[config.mk]
export PLATFORM = sky130hd
export DESIGN_NAME = cap_reload_timer
export DESIGN_NICKNAME = d
export VERILOG_FILES = /design/src/rtl/tmr_pkg.sv /design/src/rtl/tmr_pin_sync.sv /design/src/rtl/tmr_tick_gen.sv /design/src/rtl/tmr_count_core.sv /design/src/rtl/tmr_ctrl_regs.sv /design/src/rtl/cap_reload_timer.sv
export SDC_FILE = /design/constraint.sdc
export NUM_CORES = 1
export LEC_CHECK = 0
export BUFFER_PORTS_ARGS = -buffer_cell sky130_fd_sc_hd__buf_2
export CAP_MARGIN = 30
export CELL_PAD_IN_SITES_DETAIL_PLACEMENT = 1
export CELL_PAD_IN_SITES_GLOBAL_PLACEMENT = 2
export CORE_MARGIN = 2
export CORE_UTILIZATION = 39
export DETAILED_ROUTE_END_ITERATION = 10
export GPL_TIMING_DRIVEN = 0
export MAX_ROUTING_LAYER = met4
export PLACE_DENSITY_LB_ADDON = 0.1
export SETUP_SLACK_MARGIN = 0.05
export SLEW_MARGIN = 0
export SYNTH_ARGS = -nofsm -noshare
export SYNTH_HDL_FRONTEND = slang
export SYNTH_SLANG_ARGS = --single-unit
[constraint.sdc]
create_clock -name clk -period 3.5 [get_ports clk]
set_clock_uncertainty 0.15 [all_clocks]
set_input_delay 0 -clock clk [delete_from_list [all_inputs] [get_ports clk]]
set_output_delay 0 -clock clk [all_outputs]
set_load 0.02 [all_outputs]
[src/rtl/tmr_pkg.sv]
package tmr_pkg;
  localparam int BYTE_W = 8;
  localparam int ADDR_W = 3;

  localparam logic [ADDR_W-1:0] A_CTRL   = 3'd0;
  localparam logic [ADDR_W-1:0] A_RATE   = 3'd1;
  localparam logic [ADDR_W-1:0] A_CNT_LO = 3'd2;
  localparam logic [ADDR_W-1:0] A_CNT_HI = 3'd3;
  localparam logic [ADDR_W-1:0] A_CAP_LO = 3'd4;
  localparam logic [ADDR_W-1:0] A_CAP_HI = 3'd5;

  localparam int RATE_FAST_BIT = 5;

  // first field is bit 7
  typedef struct packed {
    logic tf;       // overflow flag
    logic exf;      // external trigger flag
    logic rclk;     // receive clock select
    logic tclk;     // transmit clock select
    logic exen;     // trigger enable
    logic run;      // run control
    logic pin_sel;  // count pin select
    logic cap_sel;  // capture select
  } ctrl_t;

  typedef enum logic [1:0] {
    MODE_RELOAD  = 2'd0,
    MODE_CAPTURE = 2'd1,
    MODE_BAUD    = 2'd2
  } tmr_mode_e;

  function automatic tmr_mode_e decode_mode(ctrl_t c);
    if (c.rclk || c.tclk) return MODE_BAUD;
    else if (c.cap_sel)   return MODE_CAPTURE;
    else                  return MODE_RELOAD;
  endfunction
endpackage

[src/rtl/tmr_pin_sync.sv]
module tmr_pin_sync #(
  parameter int STAGES = 2
) (
  input  logic clk,
  input  logic rst_n,
  input  logic pin,
  output logic fell
);
  localparam int SH_W = STAGES + 1;
  logic [SH_W-1:0] sh_q;

  always_ff @(posedge clk) begin
    if (!rst_n) sh_q <= '1;
    else        sh_q <= {sh_q[SH_W-2:0], pin};
  end

  assign fell = sh_q[SH_W-1] & ~sh_q[SH_W-2];

  AST_FELL_SINGLE: assert property (@(posedge clk) disable iff (!rst_n)
    fell |=> !fell);
endmodule

[src/rtl/tmr_tick_gen.sv]
module tmr_tick_gen #(
  parameter int SLOW_DIV = 12,
  parameter int FAST_DIV = 4
) (
  input  logic clk,
  input  logic rst_n,
  input  logic run,
  input  logic fast,
  output logic tick
);
  localparam int MAX_DIV = (SLOW_DIV > FAST_DIV) ? SLOW_DIV : FAST_DIV;
  localparam int PW = $clog2(MAX_DIV);
  localparam logic [PW-1:0] SLOW_LAST = PW'(SLOW_DIV - 1);
  localparam logic [PW-1:0] FAST_LAST = PW'(FAST_DIV - 1);

  logic [PW-1:0] presc_q;
  logic [PW-1:0] last;

  assign last = fast ? FAST_LAST : SLOW_LAST;
  assign tick = run && (presc_q >= last);

  always_ff @(posedge clk) begin
    if (!rst_n || !run) presc_q <= '0;
    else if (tick)      presc_q <= '0;
    else                presc_q <= presc_q + 1'b1;
  end

  AST_PRESC_BOUND: assert property (@(posedge clk) disable iff (!rst_n)
    presc_q <= SLOW_LAST || presc_q <= FAST_LAST);
  AST_PRESC_IDLE: assert property (@(posedge clk) disable iff (!rst_n)
    !run |=> presc_q == '0);
endmodule

[src/rtl/tmr_count_core.sv]
module tmr_count_core #(
  parameter int BYTE_W = 8
) (
  input  logic                  clk,
  input  logic                  rst_n,
  input  logic                  en,
  input  logic                  ovf_reload,
  input  logic                  trig_reload,
  input  logic [2*BYTE_W-1:0]   reload_val,
  input  logic                  wr_lo,
  input  logic                  wr_hi,
  input  logic [BYTE_W-1:0]     wdata,
  output logic [2*BYTE_W-1:0]   count,
  output logic                  ovf
);
  localparam int CNT_W = 2 * BYTE_W;
  logic [CNT_W-1:0] cnt_q;
  logic sw_wr;

  assign sw_wr = wr_lo | wr_hi;
  assign ovf   = en && (&cnt_q);
  assign count = cnt_q;

  always_ff @(posedge clk) begin
    if (!rst_n) begin
      cnt_q <= '0;
    end else if (sw_wr) begin
      if (wr_lo) cnt_q[BYTE_W-1:0]     <= wdata;
      if (wr_hi) cnt_q[CNT_W-1:BYTE_W] <= wdata;
    end else if (trig_reload) begin
      cnt_q <= reload_val;
    end else if (ovf) begin
      cnt_q <= ovf_reload ? reload_val : '0;
    end else if (en) begin
      cnt_q <= cnt_q + 1'b1;
    end
  end

  AST_OVF_RELOAD: assert property (@(posedge clk) disable iff (!rst_n)
    (ovf && ovf_reload && !sw_wr && !trig_reload) |=> cnt_q == $past(reload_val));
  AST_OVF_WRAP: assert property (@(posedge clk) disable iff (!rst_n)
    (ovf && !ovf_reload && !sw_wr && !trig_reload) |=> cnt_q == '0);
  AST_HOLD_IDLE: assert property (@(posedge clk) disable iff (!rst_n)
    (!en && !trig_reload && !sw_wr) |=> $stable(cnt_q));
endmodule

[src/rtl/tmr_ctrl_regs.sv]
module tmr_ctrl_regs
  import tmr_pkg::*;
(
  input  logic                clk,
  input  logic                rst_n,
  input  logic                wr_ctrl,
  input  logic                wr_rate,
  input  logic                wr_cap_lo,
  input  logic                wr_cap_hi,
  input  logic [BYTE_W-1:0]   wdata,
  input  logic                set_tf,
  input  logic                set_exf,
  input  logic                capture,
  input  logic [2*BYTE_W-1:0] count,
  output ctrl_t               ctrl,
  output logic                fast,
  output logic [2*BYTE_W-1:0] cap
);
  localparam int CNT_W = 2 * BYTE_W;
  ctrl_t ctrl_q, ctrl_d;
  logic fast_q;
  logic [CNT_W-1:0] cap_q;

  always_comb begin
    ctrl_d = ctrl_q;
    if (wr_ctrl) ctrl_d = ctrl_t'(wdata);
    if (set_tf)  ctrl_d.tf  = 1'b1;
    if (set_exf) ctrl_d.exf = 1'b1;
  end

  always_ff @(posedge clk) begin
    if (!rst_n) begin
      ctrl_q <= '0;
      fast_q <= 1'b0;
      cap_q  <= '0;
    end else begin
      ctrl_q <= ctrl_d;
      if (wr_rate) fast_q <= wdata[RATE_FAST_BIT];
      if (capture) cap_q <= count;
      else begin
        if (wr_cap_lo) cap_q[BYTE_W-1:0]     <= wdata;
        if (wr_cap_hi) cap_q[CNT_W-1:BYTE_W] <= wdata;
      end
    end
  end

  assign ctrl = ctrl_q;
  assign fast = fast_q;
  assign cap  = cap_q;

  AST_TF_STICKY: assert property (@(posedge clk) disable iff (!rst_n)
    (ctrl_q.tf && !wr_ctrl) |=> ctrl_q.tf);
  AST_EXF_SET: assert property (@(posedge clk) disable iff (!rst_n)
    set_exf |=> ctrl_q.exf);
  AST_CAPTURE_COPY: assert property (@(posedge clk) disable iff (!rst_n)
    capture |=> cap_q == $past(count));
endmodule

[src/rtl/cap_reload_timer.sv]
module cap_reload_timer
  import tmr_pkg::*;
#(
  parameter int SLOW_DIV    = 12,
  parameter int FAST_DIV    = 4,
  parameter int SYNC_STAGES = 2
) (
  input  logic              clk,
  input  logic              rst_n,
  input  logic              reg_wr,
  input  logic [ADDR_W-1:0] reg_addr,
  input  logic [BYTE_W-1:0] reg_wdata,
  output logic [BYTE_W-1:0] reg_rdata,
  input  logic              cnt_pin,
  input  logic              trig_pin,
  input  logic              t1_ovf_i,
  output logic              rx_tick,
  output logic              tx_tick,
  output logic              irq
);
  localparam int CNT_W = 2 * BYTE_W;
  localparam int N_PINS = 2;
  localparam int PIN_CNT = 0;
  localparam int PIN_TRIG = 1;

  ctrl_t            ctrl;
  tmr_mode_e        mode;
  logic             fast, presc_tick, cnt_en, ovf, ovf_q;
  logic [CNT_W-1:0] count, cap;
  logic [N_PINS-1:0] pins_in, pins_fell;
  logic             trig_evt, trig_reload, trig_capture;
  logic             wr_ctrl, wr_rate, wr_cnt_lo, wr_cnt_hi, wr_cap_lo, wr_cap_hi;

  assign pins_in[PIN_CNT]  = cnt_pin;
  assign pins_in[PIN_TRIG] = trig_pin;

  for (genvar p = 0; p < N_PINS; p++) begin : g_pin
    tmr_pin_sync #(.STAGES(SYNC_STAGES)) u_sync (
      .clk  (clk),
      .rst_n(rst_n),
      .pin  (pins_in[p]),
      .fell (pins_fell[p])
    );
  end

  assign wr_ctrl   = reg_wr && (reg_addr == A_CTRL);
  assign wr_rate   = reg_wr && (reg_addr == A_RATE);
  assign wr_cnt_lo = reg_wr && (reg_addr == A_CNT_LO);
  assign wr_cnt_hi = reg_wr && (reg_addr == A_CNT_HI);
  assign wr_cap_lo = reg_wr && (reg_addr == A_CAP_LO);
  assign wr_cap_hi = reg_wr && (reg_addr == A_CAP_HI);

  assign mode = decode_mode(ctrl);

  tmr_tick_gen #(.SLOW_DIV(SLOW_DIV), .FAST_DIV(FAST_DIV)) u_tick (
    .clk  (clk),
    .rst_n(rst_n),
    .run  (ctrl.run),
    .fast (fast),
    .tick (presc_tick)
  );

  assign cnt_en       = ctrl.run && (ctrl.pin_sel ? pins_fell[PIN_CNT] : presc_tick);
  assign trig_evt     = ctrl.exen && pins_fell[PIN_TRIG];
  assign trig_reload  = trig_evt && (mode == MODE_RELOAD);
  assign trig_capture = trig_evt && (mode == MODE_CAPTURE);

  tmr_count_core #(.BYTE_W(BYTE_W)) u_core (
    .clk        (clk),
    .rst_n      (rst_n),
    .en         (cnt_en),
    .ovf_reload (mode != MODE_CAPTURE),
    .trig_reload(trig_reload),
    .reload_val (cap),
    .wr_lo      (wr_cnt_lo),
    .wr_hi      (wr_cnt_hi),
    .wdata      (reg_wdata),
    .count      (count),
    .ovf        (ovf)
  );

  tmr_ctrl_regs u_regs (
    .clk      (clk),
    .rst_n    (rst_n),
    .wr_ctrl  (wr_ctrl),
    .wr_rate  (wr_rate),
    .wr_cap_lo(wr_cap_lo),
    .wr_cap_hi(wr_cap_hi),
    .wdata    (reg_wdata),
    .set_tf   (ovf && (mode != MODE_BAUD)),
    .set_exf  (trig_evt),
    .capture  (trig_capture),
    .count    (count),
    .ctrl     (ctrl),
    .fast     (fast),
    .cap      (cap)
  );

  always_ff @(posedge clk) begin
    if (!rst_n) ovf_q <= 1'b0;
    else        ovf_q <= ovf;
  end

  assign rx_tick = ctrl.rclk ? ovf_q : t1_ovf_i;
  assign tx_tick = ctrl.tclk ? ovf_q : t1_ovf_i;
  assign irq     = ctrl.tf | ctrl.exf;

  always_comb begin
    reg_rdata = '0;
    case (reg_addr)
      A_CTRL:   reg_rdata = ctrl;
      A_RATE:   reg_rdata[RATE_FAST_BIT] = fast;
      A_CNT_LO: reg_rdata = count[BYTE_W-1:0];
      A_CNT_HI: reg_rdata = count[CNT_W-1:BYTE_W];
      A_CAP_LO: reg_rdata = cap[BYTE_W-1:0];
      A_CAP_HI: reg_rdata = cap[CNT_W-1:BYTE_W];
      default:  reg_rdata = '0;
    endcase
  end

  AST_BAUD_NO_TF: assert property (@(posedge clk) disable iff (!rst_n)
    ((ctrl.rclk || ctrl.tclk) && !ctrl.tf && !wr_ctrl) |=> !ctrl.tf);
  AST_OVF_SETS_TF: assert property (@(posedge clk) disable iff (!rst_n)
    (ovf && !ctrl.rclk && !ctrl.tclk) |=> ctrl.tf);
  AST_IRQ_FOLLOWS: assert property (@(posedge clk) disable iff (!rst_n)
    $rose(ctrl.tf) |-> irq);
endmodule

**Word level (Yosys, flattened, before mapping)**

Cells that the tools add are included.

- Word-level logic and storage cells: 86
- Flip-flop bits (word level): 52
- Output and inout bits: 11

- Equality and inequality tests: 10
- Bitwise operators: 6
- Reduce and logical (&&, ||, !) cells: 28
- Add/subtract/negate cells: 2
- Magnitude comparators: 1
- Muxes and demuxes: 22

Operators with widths:

| kind | count |
|---|---|
| $mux W16 | 6 |
| $mux W8 | 5 |
| $pmux W5 S5 | 1 |
| $add A16 B1 Y16 const B | 1 |
| $reduce_and A16 Y1 | 1 |
| $logic_and A1 B1 Y1 | 13 |
| $pmux W2 S5 | 1 |
| $reduce_bool A2 Y1 | 4 |
| $eq A3 B2 Y1 const B | 2 |
| $eq A3 B3 Y1 const B | 2 |
| $mux W1 | 6 |
| $ne A2 B1 Y1 const B | 3 |
| $pmux W1 S6 | 1 |
| $add A4 B1 Y4 const B | 1 |
| $ge A4 B4 Y1 | 1 |
| $mux W4 | 1 |
| $reduce_and A2 Y1 | 2 |
| $reduce_bool A4 Y1 | 1 |
| $eq A3 B1 Y1 const B | 1 |
| $logic_not A3 Y1 | 1 |
| $and A1 B1 Y1 | 2 |
| $eq A2 B1 Y1 const B | 1 |
| $logic_not A1 Y1 | 2 |
| $logic_not A2 Y1 | 1 |
| 6 further kinds | 9 |

**Logic depth before layout (Yosys ltp)**

- Word-level depth: 9
- Gate-level depth with buffers: 7
- Depth with buffers taken out: 6

**Cells and area by module**

From an unflattened synthesis, not the netlist that was laid out.

- Cell total of the unflattened synthesis: 368
- Area, all modules: 3405.8 um2

Modules (own cells, without submodules):

| module | area each (um2) | seq. area each (um2) | times used | cells an instance |
|---|---|---|---|---|
| tmr_count_core | 1295.0 | 320.3 | 1 | 163 |
| tmr_ctrl_regs | 1213.7 | 500.5 | 1 | 99 |
| cap_reload_timer | 550.5 | 20.0 | 1 | 74 |
| tmr_tick_gen | 176.4 | 80.1 | 1 | 18 |
| tmr_pin_sync | 85.1 | 60.1 | 2 | 7 |

**Least setup slack after synthesis**

No wires, ideal clock.

- Path type: flip-flop to flip-flop
- From: register u_regs.fast_q (netlist: u_regs.fast)
- To: register u_core.cnt_q[15] (netlist: u_core.count[15])
- Data required time: 3.233 ns
- Setup slack: 1.490 ns
- Path buffers: 0
- Arrival: 1.743 ns
- Cell stages (with the launch flop): 7
- Period minus slack after synthesis: 2.010 ns
- Cell sequence: dfxtp_1 ha_1 o21ai_1 a221o_1 o2bb2ai_1 a32o_1 a32o_1

- Cells in the longest elaborated chain, start to end: 9

RTL lines:

| element | RTL line | RTL |
|---|---|---|
| start, declared | tmr_ctrl_regs.sv:21 | `logic fast_q;` |
| start signal, assigned | tmr_ctrl_regs.sv:38 | `if (wr_rate) fast_q <= wdata[RATE_FAST_BIT];` |
| $mux W4 * | tmr_tick_gen.sv:19 | `assign last = fast ? FAST_LAST : SLOW_LAST;` |
| $ge A4 B4 Y1 * | tmr_tick_gen.sv:20 | `assign tick = run && (presc_q >= last);` |
| $logic_and A1 B1 Y1 * | tmr_tick_gen.sv:20 |  |
| $mux W1 * | cap_reload_timer.sv:63 | `assign cnt_en = ctrl.run && (ctrl.pin_sel ? pins_fell[PIN_CNT] : presc_tick);` |
| $logic_and A1 B1 Y1 * | cap_reload_timer.sv:63 |  |
| $logic_and A1 B1 Y1 | tmr_count_core.sv:21 | `assign ovf = en && (&cnt_q);` |
| $mux W16 | tmr_count_core.sv:32 | `end else if (ovf) begin` |
| $mux W16 | tmr_count_core.sv:30 | `end else if (trig_reload) begin` |
| $mux W16 | tmr_count_core.sv:27 | `end else if (sw_wr) begin` |
| end signal, assigned by index | tmr_count_core.sv:28 | `if (wr_lo) cnt_q[BYTE_W-1:0] <= wdata;` |
| end signal, assigned | tmr_count_core.sv:31 | `cnt_q <= reload_val;` |
| end signal, assigned | tmr_count_core.sv:33 | `cnt_q <= ovf_reload ? reload_val : '0;` |
| end, declared | tmr_count_core.sv:17 | `logic [CNT_W-1:0] cnt_q;` |

Every way passes the cells marked *; elsewhere a longest branch is shown, timed or not.
A chain may end at the register's enable or synchronous reset.

**Worst setup path in the final report**

- From: register u_core.cnt_q[1] (netlist: u_core.count[1])
- To: register u_core.cnt_q[14] (netlist: u_core.count[14])

- Cells in the longest elaborated chain, start to end: 5

RTL lines:

| element | RTL line | RTL |
|---|---|---|
| start signal, assigned by index | tmr_count_core.sv:28 |  |
| start signal, assigned by index | tmr_count_core.sv:29 | `if (wr_hi) cnt_q[CNT_W-1:BYTE_W] <= wdata;` |
| start signal, assigned | tmr_count_core.sv:31 |  |
| $add A16 B1 Y16 or $reduce_and A16 Y1 (tied branches) | tmr_count_core.sv:35, tmr_count_core.sv:21 |  |
| $mux W16 or $logic_and A1 B1 Y1 (tied branches) | tmr_count_core.sv:34, tmr_count_core.sv:21 |  |
| $mux W16 | tmr_count_core.sv:32 |  |
| $mux W16 | tmr_count_core.sv:30 |  |
| $mux W16 | tmr_count_core.sv:27 |  |

Parallel ways exist; a longest one is shown, timed or not. The select of a mux whose other input is x is not followed.

==> impl_metrics.py <==
metrics = {
    "timing": {
        "hold_viol_final": 0,
        "setup_ws_ps": 427.6,
        "relSlewSlack": 0.3566,
        "tns_ps": 0,
        "tightest_slew_ps": 957.8,
        "maxSlewViolCount": 0,
        "timing.hold.ws_ps": 44.80,
        "rsz0062_at_grt": "false",
        "clock.fmax_mhz": 325.5,
        "period_minus_slack_ps": 3072,
        "min_period_over_period": 0.8778,
        "setup_violations": 0,
    },
    "setup_path": {
        "cp-start-kind": "register",
        "worstSetupPathType": "register to register",
        "crit_path_end_kind": "register",
        "required_ps": 3630,
        "path_max_fanout": 7,
        "arrival_ps": 3200,
    },
    "die": {
        "core_um2": 8217,
        "die_y_um": 96.29,
        "ios": 28,
        "start_util": 0.4043,
        "die_area_um2": 9272,
        "rows": 33,
        "fp.dieW_um": 96.29,
    },
    "finish": {
        "final_common_cell": "nand2_1",
        "final_cell_mix": "nand2_1 (61), dfxtp_1 (52), buf_2 (37)",
        "final_layout_size_suffix_gt1_frac": 0.1438,
        "antennaDiodeCount": 0,
        "area_delta_synth_final_pct": 14.58,
        "final_nets": 457,
        "utilization": 0.4632,
        "stdcell_area_um2": 3806,
        "fillers": 985,
    },
    "global_routing": {
        "grt_pass1_vias": 3241,
        "grt_busiest_layer": "met2",
        "gr-total-overflow": 0,
        "met2_usage": 0.4630,
        "gr-usage-met1": 0.3704,
        "met3_usage": 0.03915,
        "gr-usage-all-layers": 0.2863,
        "antenna_found_initial": 0,
        "grt_pass1_wl_um": 18680,
        "grt_max_degree": 20,
    },
    "clocking": {
        "clkSlewWorstSetupHoldPaths_ps": 120,
        "cts_root_buf": "clkbuf_8",
        "numCtsBuffers": 5,
        "clk_latency_ps": 330,
        "htree_levels": 2,
        "cts_tree": "done",
        "cts.sinks": 52,
        "cts-resized-gates": 0,
        "clock_path_buffers": 2,
    },
    "synth": {
        "ys_ff_latch": 52,
        "synth_top_area_cell": "dfxtp_1",
        "synth_top_area_share": 0.3134,
        "ys_seq_area_frac": 0.3134,
        "synth_edf_count": 0,
        "syn-cell-area_um2": 3322,
        "synth_nets": 411,
        "yosysUniqueCellTypes": 55,
        "avgSynthCellArea_um2": 8.496,
        "ys_warn_count": 0,
        "syn_inst": 391,
        "synthFlopType": "dfxtp_1",
        "synth_area_leaders": "dfxtp_1 (31%), mux2i_1 (11%), nand2_1 (6.9%)",
        "async_flop_share": 0,
    },
    "routing": {
        "drc": 0,
        "drt_pass1_iterations": 4,
        "vias": 3279,
        "viasPerCell": 6.039,
        "wl_per_cell_um": 22.81,
        "drtAntennaViolNets": 0,
        "drt_first_iter_violations": 245,
        "finalWirelength_um": 12390,
    },
    "placement": {
        "placed_area_um2": 3588,
        "io_buffers": 27,
        "gp_congestion": 0.9512,
        "pre_cts_ws_ps": 902.8,
        "dp_hpwl_um": 9095,
    },
    "pwr": {
        "peakVddDrop_v": 0.0001895,
        "leakage_nw": 1.673,
        "power_density_nw_per_um2": 312.1,
    },
    "outcome": {
        "status": "finished, final reports clean",
    },
    "run": {
        "maxCapViolCount": 0,
    },
    "min_path": {
        "hp-class": "input pin to register",
    },
}
registers in the layout (all words and copies together), names as in the netlist:
signal             cells
u_regs.cap            16
u_tick.presc_q         4
u_regs.ctrl            8
g_pin.u_sync.sh_q      6
u_regs.fast            1
ovf_q                  1
u_core.count          16
worst max-delay path: stages, from the launching register on:
cell	delay, ps
dfxtp_1	530
ha_1	390
nand3_1	140
nor4_2	400
a21oi_2	250
mux2_2	360
o311ai_2	230
dlygate4sd3_1	580
cell usage after synthesis (all sizes together), types with 2 or more instances:
library cell  instances
nand3                13
nor3                  9
and4                  6
o32ai                 2
nand2                61
dfxtp                52
nor3b                 2
clkbuf               19
nand2b               16
xnor2                11
o22ai                 2
inv                   5
a21boi                7
a31oi                 6
o221ai                6
a32o                  7
xor2                  2
and3b                 2
nand3b                2
ha                    3
and2                  7
nor2b                 3
a21o                  2
o21a                  3
a22oi                 6
nor4                  5
o211a                16
nor2                 18
nand4                 6
nand4b                2
mux2i                35
and3                  4
o21ai                10
a21oi                10
mux2                  9
buf                  11
where the power goes:
part,internal (mW),switching [mW],total [mW]
registers,0.605,0.0150,0.620
clock network,0.152,0.252,0.404
logic,0.0640,0.0998,0.164
total,0.821,0.366,1.19
stage by stage:
stage	total power [mW]	instances
final	1.188	543
after global routing	1.232	543
after CTS	1.194	543
after detailed placement	0.7851	523
after global placement	0.7828	523
after floorplan	0.7223	391
logic make-up after synthesis:
logic type / after synthesis / share of synthesized area
mux: 44 / 0.1382
simple gates: 159 / 0.2569
fa+ha+maj: 3 / 0.01130
compound gates: 85 / 0.2004
xor+xnor: 13 / 0.03428
buf+inv: 35 / 0.04558
flops: 52 / 0.3134
layout make-up:
cell class	instances	area, µm²	area share
multi-input combinational	304	2130	0.5595
clock inverter	3	28.78	0.007561
sequential	52	1041	0.2735
tap	105	131.4	0.03452
buffer	30	132.6	0.03485
inverter	5	18.77	0.004931
timing repair buffer	39	255.2	0.06706
clock buffer	5	68.82	0.01808
routing by layer:
metal,vias up,wire length [µm]
li1,1525,-
met1,1632,5771
met2,91,5702
met3,31,517
met4,0,396
met5,-,0
what timing repair did:
action / CTS / global route
hold buffers: 12 / 0
buffers inserted: 0 / 0
hold endpoints to repair: 22 / 0
worst paths after layout:
| check | cells past startpoint | endpoint | startpoint | slack (ps) |
|---|---|---|---|---|
| setup / recovery | 7 | u_core.count[14] | u_core.count[1] | 430 |
| hold / removal | 4 | u_regs.ctrl[5] | reg_addr[0] | 40 |
| setup reg to reg | 7 | u_core.count[14] | u_core.count[1] | 430 |
| hold reg to reg | 1 | g_pin[1].u_sync.sh_q[1] | g_pin[1].u_sync.sh_q[0] | 270 |
No activity file was read; power rests on OpenSTA's default activity.
